### src/rtl/idxmul_pkg.sv
package idxmul_pkg;
  // g^e mod m by repeated multiplication, for elaboration-time tables
  function automatic int pow_mod(int base, int e, int m);
    int r;
    r = 1 % m;
    for (int k = 0; k < e; k++) r = (r * base) % m;
    return r;
  endfunction
endpackage

### src/rtl/idxmul_log_lut.sv
module idxmul_log_lut #(
  parameter int P    = 17,
  parameter int ROOT = 3,
  parameter int W    = $clog2(P),
  parameter int IW   = $clog2(P - 1)
) (
  input  logic [W-1:0]  res_i,
  output logic [IW-1:0] exp_o
);
  localparam int N = P - 1;

  // entry (r-1) holds the exponent e with ROOT^e mod P == r
  function automatic logic [N*IW-1:0] build_log();
    logic [N*IW-1:0] t;
    int r;
    t = '0;
    for (int k = 0; k < N; k++) begin
      r = idxmul_pkg::pow_mod(ROOT, k, P);
      t[(r-1)*IW +: IW] = IW'(k);
    end
    return t;
  endfunction

  localparam logic [N*IW-1:0] LOG_TBL = build_log();

  always_comb begin
    exp_o = '0;
    for (int r = 1; r < P; r++)
      if (res_i == W'(r)) exp_o = LOG_TBL[(r-1)*IW +: IW];
  end
endmodule

### src/rtl/idxmul_exp_lut.sv
module idxmul_exp_lut #(
  parameter int P    = 17,
  parameter int ROOT = 3,
  parameter int W    = $clog2(P),
  parameter int IW   = $clog2(P - 1)
) (
  input  logic [IW-1:0] exp_i,
  output logic [W-1:0]  res_o
);
  localparam int N = P - 1;

  function automatic logic [N*W-1:0] build_pow();
    logic [N*W-1:0] t;
    t = '0;
    for (int k = 0; k < N; k++)
      t[k*W +: W] = W'(idxmul_pkg::pow_mod(ROOT, k, P));
    return t;
  endfunction

  localparam logic [N*W-1:0] POW_TBL = build_pow();

  always_comb begin
    res_o = '0;
    for (int k = 0; k < N; k++)
      if (exp_i == IW'(k)) res_o = POW_TBL[k*W +: W];
  end
endmodule

### src/rtl/idxmul_exp_add.sv
module idxmul_exp_add #(
  parameter int P  = 17,
  parameter int IW = $clog2(P - 1)
) (
  input  logic [IW-1:0] ea_i,
  input  logic [IW-1:0] eb_i,
  output logic [IW-1:0] sum_o
);
  localparam logic [IW:0] ORD = (IW+1)'(P - 1);

  logic [IW:0] raw;

  always_comb begin
    raw   = {1'b0, ea_i} + {1'b0, eb_i};
    sum_o = (raw >= ORD) ? IW'(raw - ORD) : raw[IW-1:0];
  end

  // a wrapped sum of in-range exponents stays below the group order
  always_comb begin
    if ({1'b0, ea_i} < ORD && {1'b0, eb_i} < ORD)
      a_sum_range_r9: assert ({1'b0, sum_o} < ORD);
  end
endmodule

### src/rtl/idxmul_top.sv
module idxmul_top #(
  parameter int P    = 17,
  parameter int ROOT = 3,
  parameter int W    = $clog2(P),
  parameter int IW   = $clog2(P - 1)
) (
  input  logic         clk,
  input  logic         rst_n,
  input  logic         in_vld,
  input  logic [W-1:0] a_res,
  input  logic [W-1:0] b_res,
  input  logic         b_is_exp,
  input  logic         b_zero,
  output logic [W-1:0] prod_res,
  output logic         prod_vld
);
  logic [IW-1:0] a_exp, b_exp_lut, b_exp, exp_sum;
  logic [W-1:0]  pow_res;
  logic          a_is_zero, b_is_zero;
  logic [W-1:0]  res_d, res_q;
  logic          vld_d, vld_q;

  idxmul_log_lut #(.P(P), .ROOT(ROOT), .W(W), .IW(IW)) u_log_a (
    .res_i(a_res), .exp_o(a_exp));

  idxmul_log_lut #(.P(P), .ROOT(ROOT), .W(W), .IW(IW)) u_log_b (
    .res_i(b_res), .exp_o(b_exp_lut));

  idxmul_exp_add #(.P(P), .IW(IW)) u_add (
    .ea_i(a_exp), .eb_i(b_exp), .sum_o(exp_sum));

  idxmul_exp_lut #(.P(P), .ROOT(ROOT), .W(W), .IW(IW)) u_pow (
    .exp_i(exp_sum), .res_o(pow_res));

  // operand selection and zero bypass
  always_comb begin
    b_exp     = b_is_exp ? b_res[IW-1:0] : b_exp_lut;
    a_is_zero = (a_res == '0);
    b_is_zero = b_is_exp ? b_zero : (b_res == '0);
  end

  // next state
  always_comb begin
    res_d = res_q;
    if (in_vld) res_d = (a_is_zero || b_is_zero) ? '0 : pow_res;
    vld_d = in_vld;
  end

  // state
  always_ff @(posedge clk or negedge rst_n) begin
    if (!rst_n) begin
      res_q <= '0;
      vld_q <= 1'b0;
    end else begin
      res_q <= res_d;
      vld_q <= vld_d;
    end
  end

  assign prod_res = res_q;
  assign prod_vld = vld_q;

  p_vld_set_r2: assert property (@(posedge clk) disable iff (!rst_n)
    in_vld |=> prod_vld);
  p_vld_clr_r2: assert property (@(posedge clk) disable iff (!rst_n)
    !in_vld |=> !prod_vld);
  p_nonzero_r3: assert property (@(posedge clk) disable iff (!rst_n)
    (in_vld && !b_is_exp && a_res != '0 && b_res != '0 &&
     a_res < W'(P) && b_res < W'(P)) |=> (prod_res != '0));
  p_zero_a_r4: assert property (@(posedge clk) disable iff (!rst_n)
    (in_vld && a_res == '0) |=> (prod_res == '0));
  p_zero_flag_r6: assert property (@(posedge clk) disable iff (!rst_n)
    (in_vld && b_is_exp && b_zero) |=> (prod_res == '0));
  p_hold_r8: assert property (@(posedge clk) disable iff (!rst_n)
    !in_vld |=> $stable(prod_res));
endmodule

### config.mk
export PLATFORM = sky130hd
export DESIGN_NAME = idxmul_top
export DESIGN_NICKNAME = d
export VERILOG_FILES = /design/src/rtl/idxmul_pkg.sv /design/src/rtl/idxmul_log_lut.sv /design/src/rtl/idxmul_exp_lut.sv /design/src/rtl/idxmul_exp_add.sv /design/src/rtl/idxmul_top.sv
export SDC_FILE = /design/constraint.sdc
export NUM_CORES = 1
export LEC_CHECK = 0
export BUFFER_PORTS_ARGS = -buffer_cell sky130_fd_sc_hd__buf_4
export CORE_AREA = 2 2 54 56
export DETAILED_ROUTE_END_ITERATION = 8
export DIE_AREA = 0 0 56 58
export MAX_ROUTING_LAYER = met4
export PLACE_DENSITY = 0.45
export SYNTH_ARGS = -nofsm -noshare
export SYNTH_HDL_FRONTEND = slang
export SYNTH_HIERARCHICAL = 1
export SYNTH_SLANG_ARGS = --single-unit
### constraint.sdc
create_clock -name clk -period 1.9 [get_ports clk]
set_clock_uncertainty 0.1 [all_clocks]
set_input_delay 0.19 -clock clk [delete_from_list [all_inputs] [get_ports clk]]
set_output_delay 0.19 -clock clk [all_outputs]
set_load 0.02 [all_outputs]
; ---- Word-level counts from Yosys, hierarchy flattened
; Cells that the tools add are included.
[totals]
regBits = 6
input_bits = 15
output_inout_bits = 6
word_cells = 104
[op_classes]
add_sub_neg = 2
magnitude_cmp = 1
eq_ne = 45
muxes = 50
n_reduce_logical = 4
[ops]
columns = op, count
row1 = $mux W4, 38
row2 = $eq A5 B4 Y1 const B, 16
row3 = $mux W5, 9
row4 = $eq A5 B3 Y1 const B, 8
row5 = $eq A4 B4 Y1 const B, 8
row6 = $eq A5 B2 Y1 const B, 4
row7 = $eq A4 B3 Y1 const B, 4
row8 = $eq A5 B5 Y1 const B, 2
row9 = $logic_not A5 Y1, 2
row10 = $eq A4 B2 Y1 const B, 2
row11 = $add A4 B4 Y5, 1
row12 = $ge A5 B5 Y1 const B, 1
row13 = $eq A4 B1 Y1 const B, 1
row14 = $logic_not A4 Y1, 1
row15 = $sub A4 B1 Y4 const B, 1
row16 = $mux W1, 2
row17 = $mux W2, 1
row18 = $logic_or A1 B1 Y1, 1

; ---- Depth between registers and ports, before layout
; Gate-level depths: netlist of run 1.
[logic_depth]
ltp_word = 38
ltp_mapped = 12
depth_no_buf = 12

; ---- By module
; The synthesis of run 1 kept the hierarchy.
[by_module_without_submodules]
columns = module, instances, cells_per_inst, area_each_um2, seq_area_each_um2
row1 = idxmul_top, 1, 31, 326.6, 150.1
row2 = idxmul_log_lut, 2, 19, 117.6, 0.0
row3 = idxmul_exp_add, 1, 9, 100.1, 0.0
row4 = idxmul_exp_lut, 1, 11, 88.8, 0.0

; ---- Least setup slack after synthesis of run 1
; Ideal clock, no wire load.
[synth_path]
path_kind = input to register
from = input port b_res[3]
to = register res_q[3], in the netlist prod_res[3]
setup_time_ps = 83
arrival_ps = 2208
required_ps = 1717
path_slack_ps = -491
cell_stages = 12
n_path_buf = 0
cell_sequence = or2b_1 -> a32oi_1 -> nor2_1 -> mux2_1 -> ha_1 -> a21o_1 -> a21oi_2 -> xnor2_1 -> and2_1 -> o32ai_2 -> nand3_1 -> o22ai_1
[synth_via]
elab_chain_cells = 36
elab_cells_between_ends = 67
classes_between = add/sub (2) / order compare (1) / eq/ne (29) / mux (33) / reduce/logical (2)
[synth_lines]
columns = element, line_no
row1 = from (decl), idxmul_top.sv:11  ; input logic [W-1:0] b_res,
row2 = $eq A5 B2 Y1, idxmul_log_lut.sv:29  ; if (res_i == W'(r)) exp_o = LOG_TBL[(r-1)*IW +: IW];
row3 = $mux W4 (14 in a row), idxmul_log_lut.sv:29
row4 = $mux W4 *, idxmul_log_lut.sv:29
row5 = named net b_exp_lut[1], idxmul_top.sv:17  ; logic [IW-1:0] a_exp, b_exp_lut, b_exp, exp_sum;
row6 = $mux W4 *, idxmul_top.sv:37  ; b_exp = b_is_exp ? b_res[IW-1:0] : b_exp_lut;
row7 = named net b_exp[1], idxmul_top.sv:17
row8 = $add A4 B4 Y5 *, idxmul_exp_add.sv:14  ; raw = {1'b0, ea_i} + {1'b0, eb_i};
row9 = $sub A4 B1 Y4 or $ge A5 B5 Y1 (tied branches), idxmul_exp_add.sv:15  ; sum_o = (raw >= ORD) ? IW'(raw - ORD) : raw[IW-1:0];
row10 = $mux W4 *, idxmul_exp_add.sv:15
row11 = named net exp_sum[3], idxmul_top.sv:17
row12 = $eq A4 B2 Y1, idxmul_exp_lut.sv:25  ; if (exp_i == IW'(k)) res_o = POW_TBL[k*W +: W];
row13 = $mux W4 (6 in a row), idxmul_exp_lut.sv:25
row14 = $mux W5 (7 in a row), idxmul_exp_lut.sv:25
row15 = $mux W5 *, idxmul_exp_lut.sv:25
row16 = named net pow_res[3], idxmul_top.sv:18  ; logic [W-1:0] pow_res;
row17 = $mux W5 *, idxmul_top.sv:45  ; if (in_vld) res_d = (a_is_zero || b_is_zero) ? '0 : pow_res;
row18 = to (signal assigned), idxmul_top.sv:55  ; res_q <= res_d;
row19 = to (decl), idxmul_top.sv:20  ; logic [W-1:0] res_d, res_q;
; Mark *: on every way through the listed nets, which the timed path passes. The rest lies on a longest branch.
; A chain may end at the register's enable or synchronous reset.

; ---- Worst setup path in the final report of run 1
[layout_path]
from = input port b_res[0]
to = register res_q[3], in the netlist prod_res[3]
; The elaborated chain is that of the path after synthesis.

==> results.md, run 1 <==
- Slew @ Worst Pin: 0.507 ns
- Worst-skew pair later-pin latency: 0.24 ns
- DIE HEIGHT: 58 um
- CP max-delay cell: mux2_4
- Mean Syn Cell Area: 8.44 um^2
- Distinct cells, synth: 34
- Worst path top cell family by delay: compound AO/OA/AOI/OAI gates
- Pwr Density: 553 nW/um^2
- Most instantiated library cell after synthesis: nand3_1
- Synth top area share: 20.0%
- Leading area contributor after synthesis: dfrtp_1
- CTS buffer count: 3
- Final hold vios: 0
- Crit Path Class: in -> reg
- Vias/cell: 4.88
- Final Max Slew Viols: 0
- CTS tree: done
- Root buffer cell: clkbuf_4
- Global-route wire length before repair: 3380 um
- Chip width: 56 um
- Max stage delay on crit path: 0.30 ns
- Critical Path Fanout Max: 7
- Final Util: 49.4%
- Outcome: complete, but fails checks
- DR iter-0 viols: 16
- Setup crit start kind: primary input
- ANT cells: 0
- Post-Syn Instances: 89
- Post-synth top flop: dfrtp_1
- VDD IR max: 0.000521 V
- Worst Hold Slack: 0.0517 ns
- Share of post-route cells with drive strength above 1: 50.7%
- Placed cell areas: 1150 um^2
- GR Util All Layers: 13.1%
- Core area: 2660 um^2
- Failing checks: negative setup slack
- Dpl ws: -0.712 ns
- Via count: 815
- Max-cap viol count: 0
- Sequential share of the synthesized area: 20.0%
- DIE AREA: 3250 um^2
- Port-buffer cells: 20
- EDFF count, synth: 0
- Overflow after GRT: 0
- Number of global-route vias before repair: 801
- Clock Path Buffers: 2
- Filler Cells Inserted: 271
- Fin worst setup slack: -0.334 ns
- Fin area: 1320 um^2
- RePlAce Congestion: 0.874
- Initial antenna violation count: 0
- Setup crit end kind: register
- IO Count: 21
- Async set-reset flop share out of synthesis: 100%
- Synth Register Bits: 6
- Post-route setup TNS: -1.31 ns
- Period utilization: 118%
- Fin nets: 157
- Area growth, synth to finish: 75.3%
- Drt total wl: 2000 um
- Critical path buffers and inverters: 1
- Syn_nets: 108
- H-tree depth: 1
- WL per Instance: 12.0 um
- RSZ-0062 raised after global routing: yes
- Remaining DRCs: 0
- Antenna-violating nets left: 0
- Standard-cell rows: 19
- Leak pwr: 0.578 nW
- Slew headroom: 65.9%
- Post-synth top cells: nand3_1 (9), nor2_1 (8), inv_1 (7)
- Min cycle time layout: 2.23 ns
- # setup viols final: 5
- CTS clk-pin slew, worst paths: 0.04 ns
- Critical Path RT: 1.97 ns
- CTS Sinks: 6
- CP Cell Sequence: buf_8 -> or2b_1 -> a32oi_1 -> nor2_1 -> mux2_4 -> ha_4 -> a21o_1 -> a21oi_2 -> xnor2_2 -> and2_1 -> o32ai_2 -> nand3_1 -> o22ai_1
- Initial Utilization: 28.2%
- Largest net degree at the start of global routing: 12
- Mapped cell area: 751 um^2
- Max Clk Rate: 448 MHz
- HP Class: in -> reg
- WP data arrival: 2.30 ns
- Post-DP HPWL: 1650 um
- Synth area leaders: dfrtp_1 (20%), nand3_1 (6.0%), mux2_1 (6.0%)
- DRT Pass-1 Iters: 2
- Yosys warns: 6
cells by family after synthesis:
| group | after synthesis | synth area share (%) |
|---|---|---|
| buffers and inverters | 8 | 4.00 |
| adders and majority gates | 4 | 7.67 |
| and+or+nand+nor | 36 | 27.2 |
| AOI/OAI and AO/OA | 24 | 26.7 |
| muxes | 5 | 7.50 |
| DFF | 6 | 20.0 |
| xor gates and xnor gates | 6 | 7.00 |
worst reg2reg max path, cell delays in order, from the launching register on:
cell and delay (ns):
dfrtp_1 0.37, inv_1 0.06, o22ai_1 0.06
metal layers:
| metal | vias up | GRT usage (%) | share of wire, % |
|---|---|---|---|
| met5 | - | - | 0 |
| met4 | 0 | 5.44 | 0 |
| met3 | 0 | 1.12 | 3.1 |
| met2 | 17 | 24.2 | 56 |
| met1 | 373 | 14.5 | 41 |
| li1 | 425 | - | - |
layout by cell type (no fill, tap or decap), types with 2 or more instances in the layout:
cell type	Yosys	routed
o22ai_1	5	4
clkbuf_4	0	3
a211o_1	2	2
o21ai_0	2	2
or2b_1	2	2
buf_4	0	40
nor2_1	8	7
or3_1	2	2
buf_8	0	2
inv_1	7	7
mux2_4	0	3
and2_1	3	3
xnor2_1	3	2
nand3_1	9	9
xor2_1	3	2
mux2_1	4	2
a21oi_1	3	3
buf_6	0	2
ha_4	0	3
dfrtp_1	6	6
nand2b_1	6	6
where the power goes:
group	internal, W	switching (W)	leakage (nW)	total (W)
Clock	0.0000712	0.0000432	0.0138	0.000114
Sequential	0.000153	0.0000119	0.0758	0.000165
Combinational	0.000239	0.000209	0.488	0.000448
per-stage QoR:
stage | instances | total power, W
floorplan | 89 | 0.000396
global placement | 161 | 0.000557
detailed placement | 161 | 0.000562
CTS | 165 | 0.000704
global route | 167 | 0.000775
finish | 167 | 0.000727
final timing paths:
| path | start | to | slack [ns] | cells past startpoint |
|---|---|---|---|---|
| worst min register to register | prod_res[0] | prod_res[0] | 0.43 | 2 |
| max in group asynchronous | rst_n | prod_vld | 1.40 | 2 |
| min in group asynchronous | rst_n | prod_res[4] | 0.19 | 2 |
| worst min-delay path | in_vld | prod_vld | 0.05 | 1 |
| worst max-delay path | b_res[0] | prod_res[3] | -0.33 | 13 |
| worst max register to register | prod_res[3] | prod_res[3] | 1.18 | 2 |
area by class of cell:
| class | instances | area (um^2) | area share [%] |
|---|---|---|---|
| Multi-Input combinational cell | 75 | 716 | 54.4 |
| Timing Repair Buffer | 45 | 363 | 27.6 |
| Sequential cell | 6 | 150 | 11.4 |
| Tap cell | 31 | 38.8 | 2.95 |
| Inverter | 7 | 26.3 | 2.00 |
| Clock buffer | 3 | 22.5 | 1.71 |
sequential cells by signal, summed over array words and instances (netlist names):
signal and cells:
prod_res 5, prod_vld 1
what timing repair did:
| action | in CTS | in global routing |
|---|---|---|
| buffers inserted | 0 | 2 |
| hold buffers | 1 | 0 |
| pin swaps | 5 | 4 |
| hold endpoints to repair | 6 | 0 |
| resized for setup | 10 | 11 |
| endpoints found under the setup margin | 5 | 5 |
(Power assumes the default switching activity.)
==> run 2, diff against run 1 <==
BUFFER_PORTS_ARGS = default   (was -buffer_cell sky130_fd_sc_hd__buf_4)
DONT_BUFFER_PORTS = 1   (was default)
PLACE_DENSITY = 0.38   (was 0.45)
==> results.md, run 2 (synthesis results as in run 1) <==
- Setup crit end kind: register
- Largest register FFs: 5 (unchanged)
- CTS buffer count: 3 (unchanged)
- Drt total wl: 1720 um (-14%)
- Initial antenna violation count: 0 (unchanged)
- WL per Instance: 13.3 um (+11%)
- Dpl ws: -0.538 ns (+0.173 ns)
- RSZ-0062 raised after global routing: yes
- Max-cap viol count: 0 (unchanged)
- Worst Hold Slack: -0.123 ns (-0.175 ns)
- Root buffer cell: clkbuf_4
- Antenna-violating nets left: 0 (unchanged)
- IO Count: 21 (unchanged)
- Pwr Density: 623 nW/um^2 (+13%)
- Via count: 682 (-16%)
- ANT cells: 0 (unchanged)
- Initial Utilization: 28.2% (unchanged)
- Post-route setup TNS: -1.11 ns (+0.206 ns)
- GR Util All Layers: 12.1% (-1.1 points)
- Core area: 2660 um^2 (unchanged)
- Standard-cell rows: 19 (unchanged)
- Slew headroom: 62.3% (-3.6 points)
- Max Clk Rate: 458 MHz (+2.4%)
- Min cycle time layout: 2.18 ns (-0.0516 ns)
- Placed cell areas: 868 um^2 (-24%)
- Filler Cells Inserted: 295 (+8.9%)
- R2r setup slk: 1.04 ns (-0.14 ns)
- Overflow after GRT: 0 (unchanged)
- Leak pwr: 0.371 nW (-36%)
- Area of the multi-input gates: 627 um^2 (-12%)
- Global-route wire length before repair: 2980 um (-12%)
- Final hold vios: 6 (+6)
- DIE HEIGHT: 58 um (unchanged)
- Non-filler cells in the finished layout: 129 (-23%)
- Seq. cell area: 150 um^2 (unchanged)
- CTS clk-pin slew, worst paths: 0.04 ns (about the same)
- DIE AREA: 3250 um^2 (unchanged)
- Period utilization: 115% (-2.7 points)
- Fin nets: 119 (-24%)
- Worst-skew pair later-pin latency: 0.24 ns (about the same)
- Commonest non-fill, non-tap cells in the layout: nand3_1 (9), nor2_1 (8), inv_1 (7)
- Port-buffer cells: 0 (-100%)
- Post-DP HPWL: 1420 um (-14%)
- Hold bufs inserted after CTS: 1 (unchanged)
- RePlAce Congestion: 0.717 (-18%)
- Outcome: complete, but fails checks
- Final Max Slew Viols: 0 (unchanged)
- DRT Pass-1 Iters: 3 (+1)
- Vias/cell: 5.29 (+8.3%)
- Slew @ Worst Pin: 0.560 ns (+0.0534 ns)
- DR iter-0 viols: 16 (unchanged)
- CTS Sinks: 6 (unchanged)
- HP Class: in -> reg
- Critical Path Fanout Max: 9 (+2)
- Post-Place Cells: 124 (-23%)
- Number of global-route vias before repair: 657 (-18%)
- Final Util: 34.5% (-15 points)
- Setup crit start kind: primary input
- Fin worst setup slack: -0.282 ns (+0.0516 ns)
- Most common cell after layout, fill and taps aside: nand3_1
- Failing checks: negative hold slack, negative setup slack
- VDD IR max: 0.000388 V (-26%)
- # setup viols final: 5 (unchanged)
- Share of post-route cells with drive strength above 1: 24.5% (-26 points)
- CTS tree: done
- Crit Path Class: in -> reg
- Chip width: 56 um (unchanged)
- Critical Path RT: 1.96 ns (about the same)
- Area growth, synth to finish: 22.5%
- Largest net degree at the start of global routing: 12 (unchanged)
- Remaining DRCs: 0 (unchanged)
- Clock Path Buffers: 2 (unchanged)
- H-tree depth: 1 (unchanged)
- WP data arrival: 2.24 ns (-0.06 ns)
- Fin area: 920 um^2 (-30%)
## run 2: final timing paths
kind | cells after the start | from | to
min in group asynchronous | 1 | rst_n | prod_res[2]
max | 12 | b_res[3] | prod_res[3]
max in group asynchronous | 1 | rst_n | prod_res[3]
max reg2reg | 2 | prod_res[1] | prod_res[1]
min | 0 | in_vld | prod_vld
min reg2reg | 2 | prod_res[2] | prod_res[2]
## run 2: through the flow
stage          total power, W  hold slack (ns)
2_1_floorplan        0.000396           -0.206
3_3_place_gp         0.000450           -0.205
3_5_place_dp         0.000450           -0.205
4_1_cts              0.000569           -0.126
5_1_grt              0.000614           -0.128
6_report             0.000573           -0.123
## run 2: power by group
group	total [W]	internal, W	switching (W)
Clock	0.000113	0.0000712	0.0000421
Sequential	0.000202	0.000153	0.0000485
Combinational	0.000258	0.000144	0.000114
Total	0.000573	0.000368	0.000205
## run 2: what timing repair did
item / in CTS / in global routing
pin swaps: 3 / 4
setup buffers: 0 / 1
hold endpoints to repair: 12 / 6
setup endpoints to repair: 5 / 5
resized for setup: 1 / 1
## run 2: metal layers
layer  global-route usage, %  wire [um]  part of all wire (%)
met1                    14.7        752                    44
met2                    19.2        849                    49
met3                    2.23         84                   4.9
met4                    6.12         33                   1.9
met5                       -          0                     0
## run 2: critical path, stage by stage
cell and delay (ns):
or2b_1 0.21, a32oi_1 0.18, nor2_1 0.08, mux2_4 0.30, ha_4 0.21, a21o_1 0.18, a21oi_2 0.16, xnor2_2 0.14
and2_1 0.17, o32ai_2 0.19, nand3_1 0.12, o22ai_2 0.13
## run 2: final cells by class
cell class / count / area share, %
Clock buffer: 3 / 2.45
Tap cell: 31 / 4.22
Inverter: 7 / 2.86
Multi-Input combinational cell: 75 / 68.2
Timing Repair Buffer: 7 / 5.99
Sequential cell: 6 / 16.3
==> run 3, diff against run 2 <==
CELL_PAD_IN_SITES_DETAIL_PLACEMENT = 1   (was default)
CELL_PAD_IN_SITES_GLOBAL_PLACEMENT = 1   (was default)
CORE_AREA = 2 2 47 49   (was 2 2 54 56)
DIE_AREA = 0 0 49 51   (was 0 0 56 58)
PLACE_DENSITY = 0.63   (was 0.38)
==> results.md, run 3 (synthesis results as in run 1) <==
- GR Util All Layers: 16.1% (+4.1 points)
- Remaining DRCs: 0 (unchanged)
- DIE AREA: 2500 um^2 (-23%)
- Via count: 743 (+8.9%)
- Largest register FFs: 5 (unchanged)
- Worst-skew pair later-pin latency: 0.24 ns (about the same)
- # setup viols final: 5 (unchanged)
- R2r setup slk: 1.02 ns (-0.02 ns)
- Clock Path Buffers: 2 (unchanged)
- Non-filler cells in the finished layout: 130 (+0.78%)
- Seq. cell area: 150 um^2 (unchanged)
- RePlAce Congestion: 0.781 (+8.8%)
- Antenna-violating nets left: 0 (unchanged)
- Global-route wire length before repair: 3110 um (+4.4%)
- CTS clk-pin slew, worst paths: 0.05 ns (about the same)
- Max Clk Rate: 455 MHz (-0.70%)
- Internal: 0.000397 W (+7.8%)
- Setup crit start kind: primary input
- Max stage delay on crit path: 0.29 ns (about the same)
- Sequential share of power: 32.0% (-3.2 points)
- CTS tree: done
- HP Class: in -> reg
- Fin nets: 123 (+3.4%)
- IO Count: 21 (unchanged)
- Area of the multi-input gates: 678 um^2 (+8.2%)
- CP max-delay cell: mux2_4
- Vias/cell: 5.72 (+8.1%)
- Slew @ Worst Pin: 0.509 ns (-0.0505 ns)
- Pwr Density: 624 nW/um^2 (+0.11%)
- Clk network pwr share: 18.3% (-1.5 points)
- Initial antenna violation count: 0 (unchanged)
- DR iter-0 viols: 6 (-10)
- Min cycle time layout: 2.20 ns (+0.0155 ns)
- Post-route setup TNS: -1.27 ns (-0.164 ns)
- Combinational Power Share: 49.7% (+4.6 points)
- Core area: 2060 um^2 (-23%)
- Failing checks: negative setup slack
- Fin area: 1010 um^2 (+9.4%)
- Leak pwr: 0.399 nW (+7.6%)
- DRT Pass-1 Iters: 4 (+1)
- WL per Instance: 14.3 um (+7.5%)
- CTS Sinks: 6 (unchanged)
- Max-cap viol count: 0 (unchanged)
- Filler Cells Inserted: 244 (-17%)
- Share of post-route cells with drive strength above 1: 30.4% (+5.9 points)
- Largest net degree at the start of global routing: 10 (-2)
- Dpl ws: -0.568 ns (-0.0291 ns)
- Final hold vios: 0 (-6)
- DIE HEIGHT: 51 um (-12%)
- RSZ-0062 raised after global routing: yes
- Area growth, synth to finish: 34.0%
- Setup crit end kind: register
- Critical Path RT: 1.95 ns (about the same)
- Commonest non-fill, non-tap cells in the layout: nor2_1 (8), nand3_1 (8), inv_1 (7), buf_4 (7)
- CTS buffer count: 3 (unchanged)
- Fin worst setup slack: -0.298 ns (-0.0155 ns)
- Final Max Slew Viols: 0 (unchanged)
- Drt total wl: 1860 um (+8.3%)
- Initial Utilization: 36.4% (+8.2 points)
- Sw Ratio: 36.7% (+1.0 points)
- Outcome: complete, but fails checks
- Critical Path Fanout Max: 9 (unchanged)
- H-tree depth: 1 (unchanged)
- Crit Path Class: in -> reg
- Slew headroom: 65.7% (+3.4 points)
- ANT cells: 0 (unchanged)
- Number of global-route vias before repair: 741 (+13%)
- Port-buffer cells: 0 (unchanged)
- Placed cell areas: 872 um^2 (+0.43%)
- Chip width: 49 um (-13%)
- Overflow after GRT: 0 (unchanged)
- Standard-cell rows: 17 (-2)
- WP data arrival: 2.25 ns (about the same)
- Post-DP HPWL: 1450 um (+2.3%)
- Root buffer cell: clkbuf_4
- Post-Place Cells: 122 (-1.6%)
- NetSw: 0.000231 W (+13%)
- Total power: 0.000628 W (+9.5%)
- VDD IR max: 0.000284 V (-27%)
- Period utilization: 116% (+0.81 points)
- CP Cell Sequence: or2b_1 -> a32oi_1 -> nor2_1 -> mux2_4 -> ha_4 -> a21o_1 -> a21oi_2 -> xnor2_2 -> and2_4 -> o32ai_4 -> nand3_1 -> o22ai_1
==> run 3: timing repair <==
action,CTS,global route
endpoints found under the setup margin,5,5
buffers inserted,0,2
hold endpoints to repair,12,1
gates resized for setup,2,9
hold buffers,2,1
pin swaps,0,6
==> run 3: layout make-up <==
cell class | count | area share, %
multi-input cells | 75 | 67.4
flip-flops and latches | 6 | 14.9
repair buffers | 11 | 9.33
well taps | 28 | 3.48
inverters | 7 | 2.61
clock buffers | 3 | 2.24
==> run 3: layer usage <==
metal / global-route usage, % / wire (um) / vias up / share of wire (%)
li1: - / - / 363 / -
met1: 17.9 / 817 / 350 / 44
met2: 29.9 / 930 / 28 / 50
met3: 2.92 / 101 / 2 / 5.4
met4: 4.29 / 12 / 0 / 0.64
met5: - / 0 / - / 0
==> run 3: final timing paths <==
check,startpoint,endpoint,cells after the start
max,b_res[3],prod_res[3],12
min,in_vld,prod_res[0],2
max reg2reg,prod_res[4],prod_res[4],2
min reg2reg,prod_res[0],prod_res[0],2
max in group asynchronous,rst_n,prod_res[3],1
min in group asynchronous,rst_n,prod_res[0],1
==> run 3: critical path: cells and delay by family <==
kind	cells	cell delay, ns
and+or+nand+nor	4	0.56
adders and majority gates	1	0.21
xor gates and xnor gates	1	0.15
muxes	1	0.29
AOI/OAI and AO/OA	5	0.87
==> run 3: stage by stage <==
step	utilization (%)	hold slack, ns
after floorplan	-	-0.206
after global placement	42.3	-0.205
after detailed placement	42.3	-0.205
after CTS	44.9	0.00655
after global routing	48.8	0.00871
final	48.8	0.00956
==> run 3: power groups by stage <==
stage	clock network, W	registers, W	logic [W]
3_5_place_dp	0	0.000204	0.000247
5_1_grt	0.000129	0.000204	0.000345
2_1_floorplan	0	0.000199	0.000198
4_1_cts	0.000119	0.000201	0.000261
3_3_place_gp	0	0.000202	0.000240
6_report	0.000115	0.000201	0.000312
